File: src/rtl/wdt_feedlock.sv
module wdt_feedlock #(
  parameter int          CNT_W    = 32,
  parameter int          PRE_DIV  = 4,
  parameter logic [31:0] TC_RESET = 32'hFF,
  parameter logic [7:0]  KEY_ARM  = 8'hAA,
  parameter logic [7:0]  KEY_FIRE = 8'h55
) (
  input  logic        clk,
  input  logic        por_n,
  input  logic        rst_n,
  input  logic        wdt_tick,
  input  logic        wr_en,
  input  logic [1:0]  wr_addr,
  input  logic [31:0] wr_data,
  input  logic [1:0]  rd_addr,
  output logic [31:0] rd_data,
  output logic        rst_req
);
  localparam int PRE_W = $clog2(PRE_DIV);
  localparam logic [PRE_W-1:0] PRE_LAST = PRE_W'(PRE_DIV - 1);
  localparam logic [1:0] A_MODE = 2'd0, A_TC = 2'd1, A_FEED = 2'd2, A_CNT = 2'd3;

  logic             en_q, rsten_q, flag_q, armed_q, req_q;
  logic [PRE_W-1:0] pre_q;
  logic [CNT_W-1:0] tc_q, cnt_q;

  wire sys_rst  = !por_n || !rst_n;
  wire wr_mode  = wr_en && wr_addr == A_MODE;
  wire wr_tc    = wr_en && wr_addr == A_TC;
  wire wr_feed  = wr_en && wr_addr == A_FEED;
  wire feed_ok  = wr_feed && armed_q && wr_data[7:0] == KEY_FIRE;
  wire step     = en_q && wdt_tick;
  wire pre_wrap = step && pre_q == PRE_LAST;
  wire dec      = pre_wrap && cnt_q != '0;
  wire expire   = dec && cnt_q == CNT_W'(1) && !feed_ok;

  always_ff @(posedge clk) begin
    if (sys_rst) begin
      en_q    <= 1'b0;
      rsten_q <= 1'b0;
      armed_q <= 1'b0;
      req_q   <= 1'b0;
      pre_q   <= '0;
      tc_q    <= CNT_W'(TC_RESET);
      cnt_q   <= CNT_W'(TC_RESET);
    end else begin
      if (wr_mode && wr_data[0]) en_q <= 1'b1;
      if (wr_mode) rsten_q <= wr_data[1];
      if (wr_tc) tc_q <= wr_data[CNT_W-1:0];
      if (wr_feed) armed_q <= wr_data[7:0] == KEY_ARM;
      if (feed_ok) pre_q <= '0;
      else if (step) pre_q <= pre_wrap ? '0 : pre_q + 1'b1;
      if (feed_ok) cnt_q <= tc_q;
      else if (dec) cnt_q <= cnt_q - 1'b1;
      req_q <= expire && rsten_q;
    end
  end

  always_ff @(posedge clk) begin
    if (!por_n) flag_q <= 1'b0;
    else if (expire) flag_q <= 1'b1;
    else if (rst_n && wr_mode && !wr_data[2]) flag_q <= 1'b0;
  end

  always_comb begin
    case (rd_addr)
      A_MODE:  rd_data = {29'd0, flag_q, rsten_q, en_q};
      A_TC:    rd_data = 32'(tc_q);
      A_CNT:   rd_data = 32'(cnt_q);
      default: rd_data = '0;
    endcase
  end

  assign rst_req = req_q;
endmodule

File: config.mk
export PLATFORM = sky130hd
export DESIGN_NAME = wdt_feedlock
export DESIGN_NICKNAME = d
export VERILOG_FILES = /design/src/rtl/wdt_feedlock.sv
export SDC_FILE = /design/constraint.sdc
export NUM_CORES = 1
export LEC_CHECK = 0
export BUFFER_PORTS_ARGS = -buffer_cell sky130_fd_sc_hd__buf_2
export CORE_ASPECT_RATIO = 2
export CORE_MARGIN = 3
export CORE_UTILIZATION = 60
export CTS_CLUSTER_DIAMETER = 60
export DETAILED_ROUTE_END_ITERATION = 16
export PLACE_DENSITY = 0.85
export SLEW_MARGIN = 5
export SYNTH_ARGS = -nofsm -noshare
export SYNTH_HDL_FRONTEND = slang
export SYNTH_SLANG_ARGS = --single-unit
File: constraint.sdc
create_clock -name clk -period 4.6 [get_ports clk]
set_input_delay 0.23 -clock clk [delete_from_list [all_inputs] [get_ports clk]]
set_output_delay 0.23 -clock clk [all_outputs]
set_load 0.02 [all_outputs]
==> results of run 1 <==
-- sequential cells by signal, summed over array words and instances (netlist names) --
register and count:
rsten_q 1, armed_q 1, pre_q 2, en_q 1
flag_q 1, tc_q 32, cnt_q 32, rst_req 1
-- how the worst max path moves through the flow --
stage                   start        end  slack (ns)
floorplan           cnt_q[24]  cnt_q[29]        2.33
global placement     cnt_q[0]  cnt_q[21]        1.95
detailed placement   cnt_q[8]  cnt_q[25]        1.78
CTS                  cnt_q[8]  cnt_q[25]        1.76
global route         cnt_q[0]  cnt_q[25]        1.44
finish               cnt_q[8]  cnt_q[25]        1.67
-- through the flow --
step | hold WS [ns] | setup WS [ns] | power [mW]
after floorplan | 0.3475 | 2.327 | 0.6979
final | 0.1134 | 1.673 | 1.438
after detailed placement | 0.4561 | 1.776 | 0.7360
after global placement | 0.4457 | 1.954 | 0.7333
after CTS | 0.1112 | 1.758 | 1.439
after global routing | 0.1266 | 1.436 | 1.478
-- Yosys cell counts, drive strengths merged (4+ instances only) --
cell | n | area [µm²]
nor2 | 11 | 41.29
nand4 | 5 | 37.53
nor4 | 11 | 81.32
nand2 | 75 | 281.5
inv | 5 | 18.77
and3 | 6 | 37.54
o31ai | 5 | 51.30
nor3 | 21 | 105.1
a2111oi | 6 | 58.80
mux2i | 35 | 350.3
nor2b | 31 | 193.9
a21oi | 38 | 190.2
clkbuf | 34 | 127.6
nand3 | 18 | 90.09
dfxtp | 71 | 1421
or3 | 20 | 125.1
o21ai | 36 | 180.2
a31oi | 21 | 131.4
or4 | 12 | 97.59
o211ai | 4 | 30.03
or2 | 5 | 31.29
buf | 6 | 47.54
-- cell families (layout without fill, tap and decap cells) --
group,count (synthesis),in the layout
AND/OR/NAND/NOR,231,231
AO/OA/AOI/OAI,120,120
flip-flops,71,71
buffers and inverters,45,97
multiplexers,37,37
XOR/XNOR,4,4
adder cells (fa/ha/maj),3,3
-- final cells by class --
| type | count | area share |
|---|---|---|
| Clock buffer | 11 | 0.05375 |
| Clock inverter | 5 | 0.01197 |
| Inverter | 5 | 0.003991 |
| Multi-Input combinational cell | 395 | 0.5226 |
| Sequential cell | 71 | 0.3023 |
| Tap cell | 86 | 0.02288 |
| Timing Repair Buffer | 76 | 0.08249 |
-- report_power, final --
group	switching, mW	internal [mW]	leakage [nW]
clock network	0.266	0.448	0.152
logic	0.0597	0.0398	1.10
registers	0.00403	0.620	0.573
total	0.330	1.11	1.83
-- routing by layer --
metal / GRT usage / wire length [µm]
met1: 0.3067 / 4066
met2: 0.5427 / 6141
met3: 0.06868 / 561
met4: 0.1417 / 348
met5: 0 / 0
==> results.yml, run 1 <==
run_status:
  status: "finished clean"
worst_setup_path:
  worstReg2RegEnd: "cnt_q[25]"
  r2r_cells: 5
  r2r_slack_ns: 1.67
  critPathTopFamily: "compound AO/OA/AOI/OAI gates"
  crit_slowest_cell: "o31ai_4"
  end_kind: "register"
  worstReg2RegStart: "cnt_q[8]"
  critPathMaxStageDelay_ns: 0.92
  crit_buf_inv: 0
  worstPathArrival_ns: 3.19
  crit_chain: "nor4_1 -> nand4_2 -> o31ai_4 -> o311ai_1 -> a31oi_1"
  start_kind: "register"
  cp.depth: 5
  worstSetupPathType: "register to register"
  crit_fanout: 23
  cp.required_ns: 4.86
timing:
  timing.fmax_mhz: 341.6
  skew_ns: 0.006334
  tns_ns: 0
  hold_viol: 0
  drv_slew: 0
  maxSlewHeadroom: 0.1798
  setup_viol: 0
  period_needed_ns: 2.927
  fin_crit_sh: 0.6364
  grt_setup_unrepaired: "false"
  worstMarginPinSlew_ns: 1.230
routing:
  drc: 0
  wl_mm: 11.12
  ant_nets: 0
  dr.pass1.iters: 5
  drt_iter0_drc: 414
  drt-wirelength-per-cell_um: 17.13
  viasPerCell: 6.274
  num_vias: 4072
die:
  start_util: 0.6301
  fp.dieW_um: 64.26
  fp.dieArea_um2: 7872
  core_um2: 6464
  boundaryPins: 74
  rows: 41
  fp.dieH_um: 122.5
logic_synthesis:
  synth_ff_type: "dfxtp_1"
  synth_simple_gate_area_frac: 0.3088
  synth-seq-cells: 71
  avgSynthCellArea_um2: 7.970
  synth_edf_count: 0
  synth_top_family_by_area: "simple AND/OR/NAND/NOR gates"
  yosysWarningCount: 0
  synth_compound_area_frac: 0.1853
  synth.distinct_cells: 54
  muxShareOfSynthArea: 0.09155
  syn-instance-count: 511
  synthesis.nets: 555
  seq_area_frac_synth: 0.3490
  synth_xor_area_frac: 0.008602
  async_flop_share: 0
  syn_area_um2: 4073
  yosys.area_share.adder: 0.009217
place:
  placed_cell_area_um2: 4393
  dp_cells: 633
  place_congestion: 0.9190
  portBuffers: 73
  hpwlAfterDp_mm: 7.506
flow_run:
  drv_cap: 0
cts:
  clk_latency_ns: 0.34
  cts_root_buf: "clkbuf_16"
  cts_setup_buffers: 0
  cts_resized: 0
  postCtsHoldBufs: 0
  cts_sinks: 71
  cts_tree: "done"
  htree_levels: 3
  cts.path.max_buffers: 2
  cts_buffers: 9
  clk_pin_slew_ns: 0.06
pwr:
  leakagePower_nw: 1.826
  ir_drop_mv: 0.2930
  pwr_density_cell_nw_per_um2: 305.7
worst_hold_path:
  hold_end: "flag_q"
  worstHoldPathType: "primary input to register"
  whs_path_depth: 2
  hold_start: "por_n"
finish:
  layout_common_cells: "nand2_1, buf_2, dfxtp_1, a21oi_1, mux2i_1"
  n_fill_cell: 570
  multi_input_comb_area_um2: 2457
  syn_to_final_growth_pct: 15.45
  final_common_cell: "nand2_1"
  seq_area_um2: 1421
  drive_above_1_share: 0.1883
  design_area_um2: 4702
  instances_no_fill: 649
  antenna_cells: 0
  fin_nets: 602
  finalCoreUtilization: 0.7274
global_route:
  grt_max_degree: 46
  grt_pass1_wl_mm: 18.22
  overflow: 0
  first_global_vias: 3973
  grt.total_usage: 0.2945
  antenna_found_initial: 0
Power figures use the tool's default switching activity.
==> run 2, diff against run 1 <==
--- a/config.mk
+++ b/config.mk
@@ -5,13 +5,14 @@
 export SDC_FILE = /design/constraint.sdc
 export NUM_CORES = 1
 export LEC_CHECK = 0
+export ABC_AREA = 1
 export BUFFER_PORTS_ARGS = -buffer_cell sky130_fd_sc_hd__buf_2
 export CORE_ASPECT_RATIO = 2
 export CORE_MARGIN = 3
-export CORE_UTILIZATION = 60
+export CORE_UTILIZATION = 57
 export CTS_CLUSTER_DIAMETER = 60
 export DETAILED_ROUTE_END_ITERATION = 16
-export PLACE_DENSITY = 0.85
+export PLACE_DENSITY = 0.81
 export SLEW_MARGIN = 5
 export SYNTH_ARGS = -nofsm -noshare
 export SYNTH_HDL_FRONTEND = slang
==> constraint.sdc (replaced) <==
create_clock -name clk -period 3.05 [get_ports clk]
set_input_delay 0.1525 -clock clk [delete_from_list [all_inputs] [get_ports clk]]
set_output_delay 0.1525 -clock clk [all_outputs]
set_load 0.02 [all_outputs]
==> run 2 against run 1 <==
Effect of this change: area after synthesis is 7.9% higher; sequential power is 52% higher; routed wire length is 33% higher; sequential share of layout area is 2.5 points lower; combinational power is 39% higher; design area is 8.9% higher; synthesized cell count is 43% higher; critical path depth is 5 higher; core utilization is 3.3 points lower; largest cell class unchanged; highest routed layer unchanged.
==> results.yml, run 2 <==
logic_synthesis:
  avgSynthCellArea_um2: 6.018
  syn-instance-count: 730
  synth_ff_type: "dfxtp_1"
  synth_top_cell_area_share: 0.3236
  synth_most_common_cell: "nand2_1"
  synthesis.nets: 774
  seq_area_frac_synth: 0.3236
  syn_area_um2: 4393
  synth_top_cell_by_area: "dfxtp_1"
  synth-seq-cells: 71
  yosys-top-cells-count: "nand2_1, nor2_1, inv_1"
  synth.distinct_cells: 37
  async_flop_share: 0
  ys_top_cells_by_area: "dfxtp_1, nand2_1, nor2_1, o21ai_0, inv_1"
  yosysWarningCount: 0
  synth_edf_count: 0
routing:
  wl_mm: 14.79
  top_layer_used: "met4"
  drt-wirelength-per-cell_um: 16.58
  num_vias: 5081
  drc: 0
  dr.pass1.iters: 5
  wl_met2_mm: 7.553
  viasPerCell: 5.696
  ant_nets: 0
  drt_iter0_drc: 426
  met3_length_um: 854
  wl_met1_mm: 4.999
die:
  core_um2: 7377
  start_util: 0.5955
  boundaryPins: 74
  fp.dieW_um: 68.08
  fp.dieArea_um2: 8860
  fp.dieH_um: 130.2
  rows: 44
timing:
  period_needed_ns: 2.029
  worstMarginPinSlew_ns: 1.191
  tns_ns: 0
  skew_ns: 0.008750
  drv_slew: 0
  hold_viol: 0
  fin_crit_sh: 0.6652
  grt_setup_unrepaired: "false"
  timing.fmax_mhz: 492.9
  setup_viol: 0
  maxSlewHeadroom: 0.2042
  setup_ws_ns: 1.021
place:
  portBuffers: 73
  place_congestion: 1.025
  hpwlAfterDp_mm: 11.03
  pre_cts_slack_ns: 1.086
finish:
  fin_nets: 839
  drive_above_1_share: 0.1525
  layout_common_cells: "nand2_1, nor2_1, inv_1, buf_2, dfxtp_1"
  syn_to_final_growth_pct: 16.55
  antenna_cells: 0
  reg_top3: "cnt_q x32, tc_q x32, pre_q x2"
  final_common_cell: "nand2_1"
global_route:
  first_global_vias: 4791
  antenna_found_initial: 0
  grt_max_degree: 40
  overflow: 0
  grt_pass1_wl_mm: 23.14
  grt.total_usage: 0.3544
pwr:
  leakagePower_nw: 2.506
  pwr_density_cell_nw_per_um2: 436.3
  ir_drop_mv: 0.3760
worst_setup_path:
  worstSetupPathType: "register to register"
  end_kind: "register"
  worstPathArrival_ns: 2.27
  cp.required_ns: 3.29
  crit_slowest_cell: "nor2_1"
  start_kind: "register"
  cp_common_cell: "inv_1"
  crit_fanout: 5
  critPathMaxStageDelay_ns: 0.35
  crit_chain: "inv_1 -> ha_1 -> inv_1 -> nor2_1 -> nand3_1 -> xor2_1 -> nand2_1 -> nand3_1 -> nand2_1 -> inv_1"
cts:
  cts_sinks: 71
  clk_pin_slew_ns: 0.06
  clk_latency_ns: 0.34
  cts_tree: "done"
  htree_levels: 3
  cts_resized: 0
  postCtsHoldBufs: 0
  cts.path.max_buffers: 2
  cts_buffers: 9
  cts_setup_buffers: 0
  cts_root_buf: "clkbuf_16"
run_status:
  status: "finished clean"
flow_run:
  drv_cap: 0
worst_hold_path:
  worstHoldPathType: "primary input to register"
==> run 2: stage by stage <==
stage	power (mW)	utilization	std cells	cell area, µm²	hold slack, ns
floorplan	1.038	-	730	4393	0.2829
global placement	1.102	0.6504	876	4798	0.3746
detailed placement	1.106	0.6504	876	4798	0.3810
CTS	2.232	0.6940	892	5120	0.03427
global route	2.289	0.6940	892	5120	0.04392
finish	2.234	0.6940	892	5120	0.03524
==> run 2: logic make-up (layout without fill, tap and decap cells) <==
logic type,after synthesis,count (layout),synth area share
flops,71,71,0.3236
simple gates,434,434,0.4218
xor+xnor,2,2,0.003988
fa+ha+maj,3,3,0.008545
buf+inv,110,180,0.1028
compound gates,110,110,0.1393
==> run 2: routing by layer <==
metal,global-route usage,vias to the layer above
li1,-,2468
met5,0,-
met2,0.5984,231
met1,0.3441,2309
met4,0.3118,0
met3,0.08183,73
==> run 2: final cells by class <==
class | count | area, µm²
multi-input cells | 549 | 2525
fillers | 707 | 2257
flip-flops and latches | 71 | 1421
repair buffers | 79 | 410.4
inverters | 85 | 326.6
clock buffers | 10 | 229.0
well taps | 92 | 115.1
clock inverters | 6 | 92.59
==> run 2: critical path: cells and delay by family (launching register included) <==
kind	cells	cell delay (ns)
buffers and inverters	3	0.27
flip-flops	1	0.32
AND/OR/NAND/NOR	5	0.87
adder cells (fa/ha/maj)	1	0.26
XOR/XNOR	1	0.21
==> run 2: final timing paths <==
check               from         to  slack (ns)  cells after the start
max reg2reg     cnt_q[0]  cnt_q[18]        1.02                     10
min          wr_data[31]   tc_q[31]        0.04                      3
max             cnt_q[0]  cnt_q[18]        1.02                     10
min reg2reg      rsten_q    rst_req        0.47                      2
==> run 2: power breakdown <==
group          internal, mW  switching [mW]  total [mW]  leakage [nW]
logic                0.0459          0.0921       0.138          1.78
registers             0.938          0.0113       0.949         0.574
clock network         0.721           0.426        1.15         0.149
total                  1.70           0.530        2.23          2.51
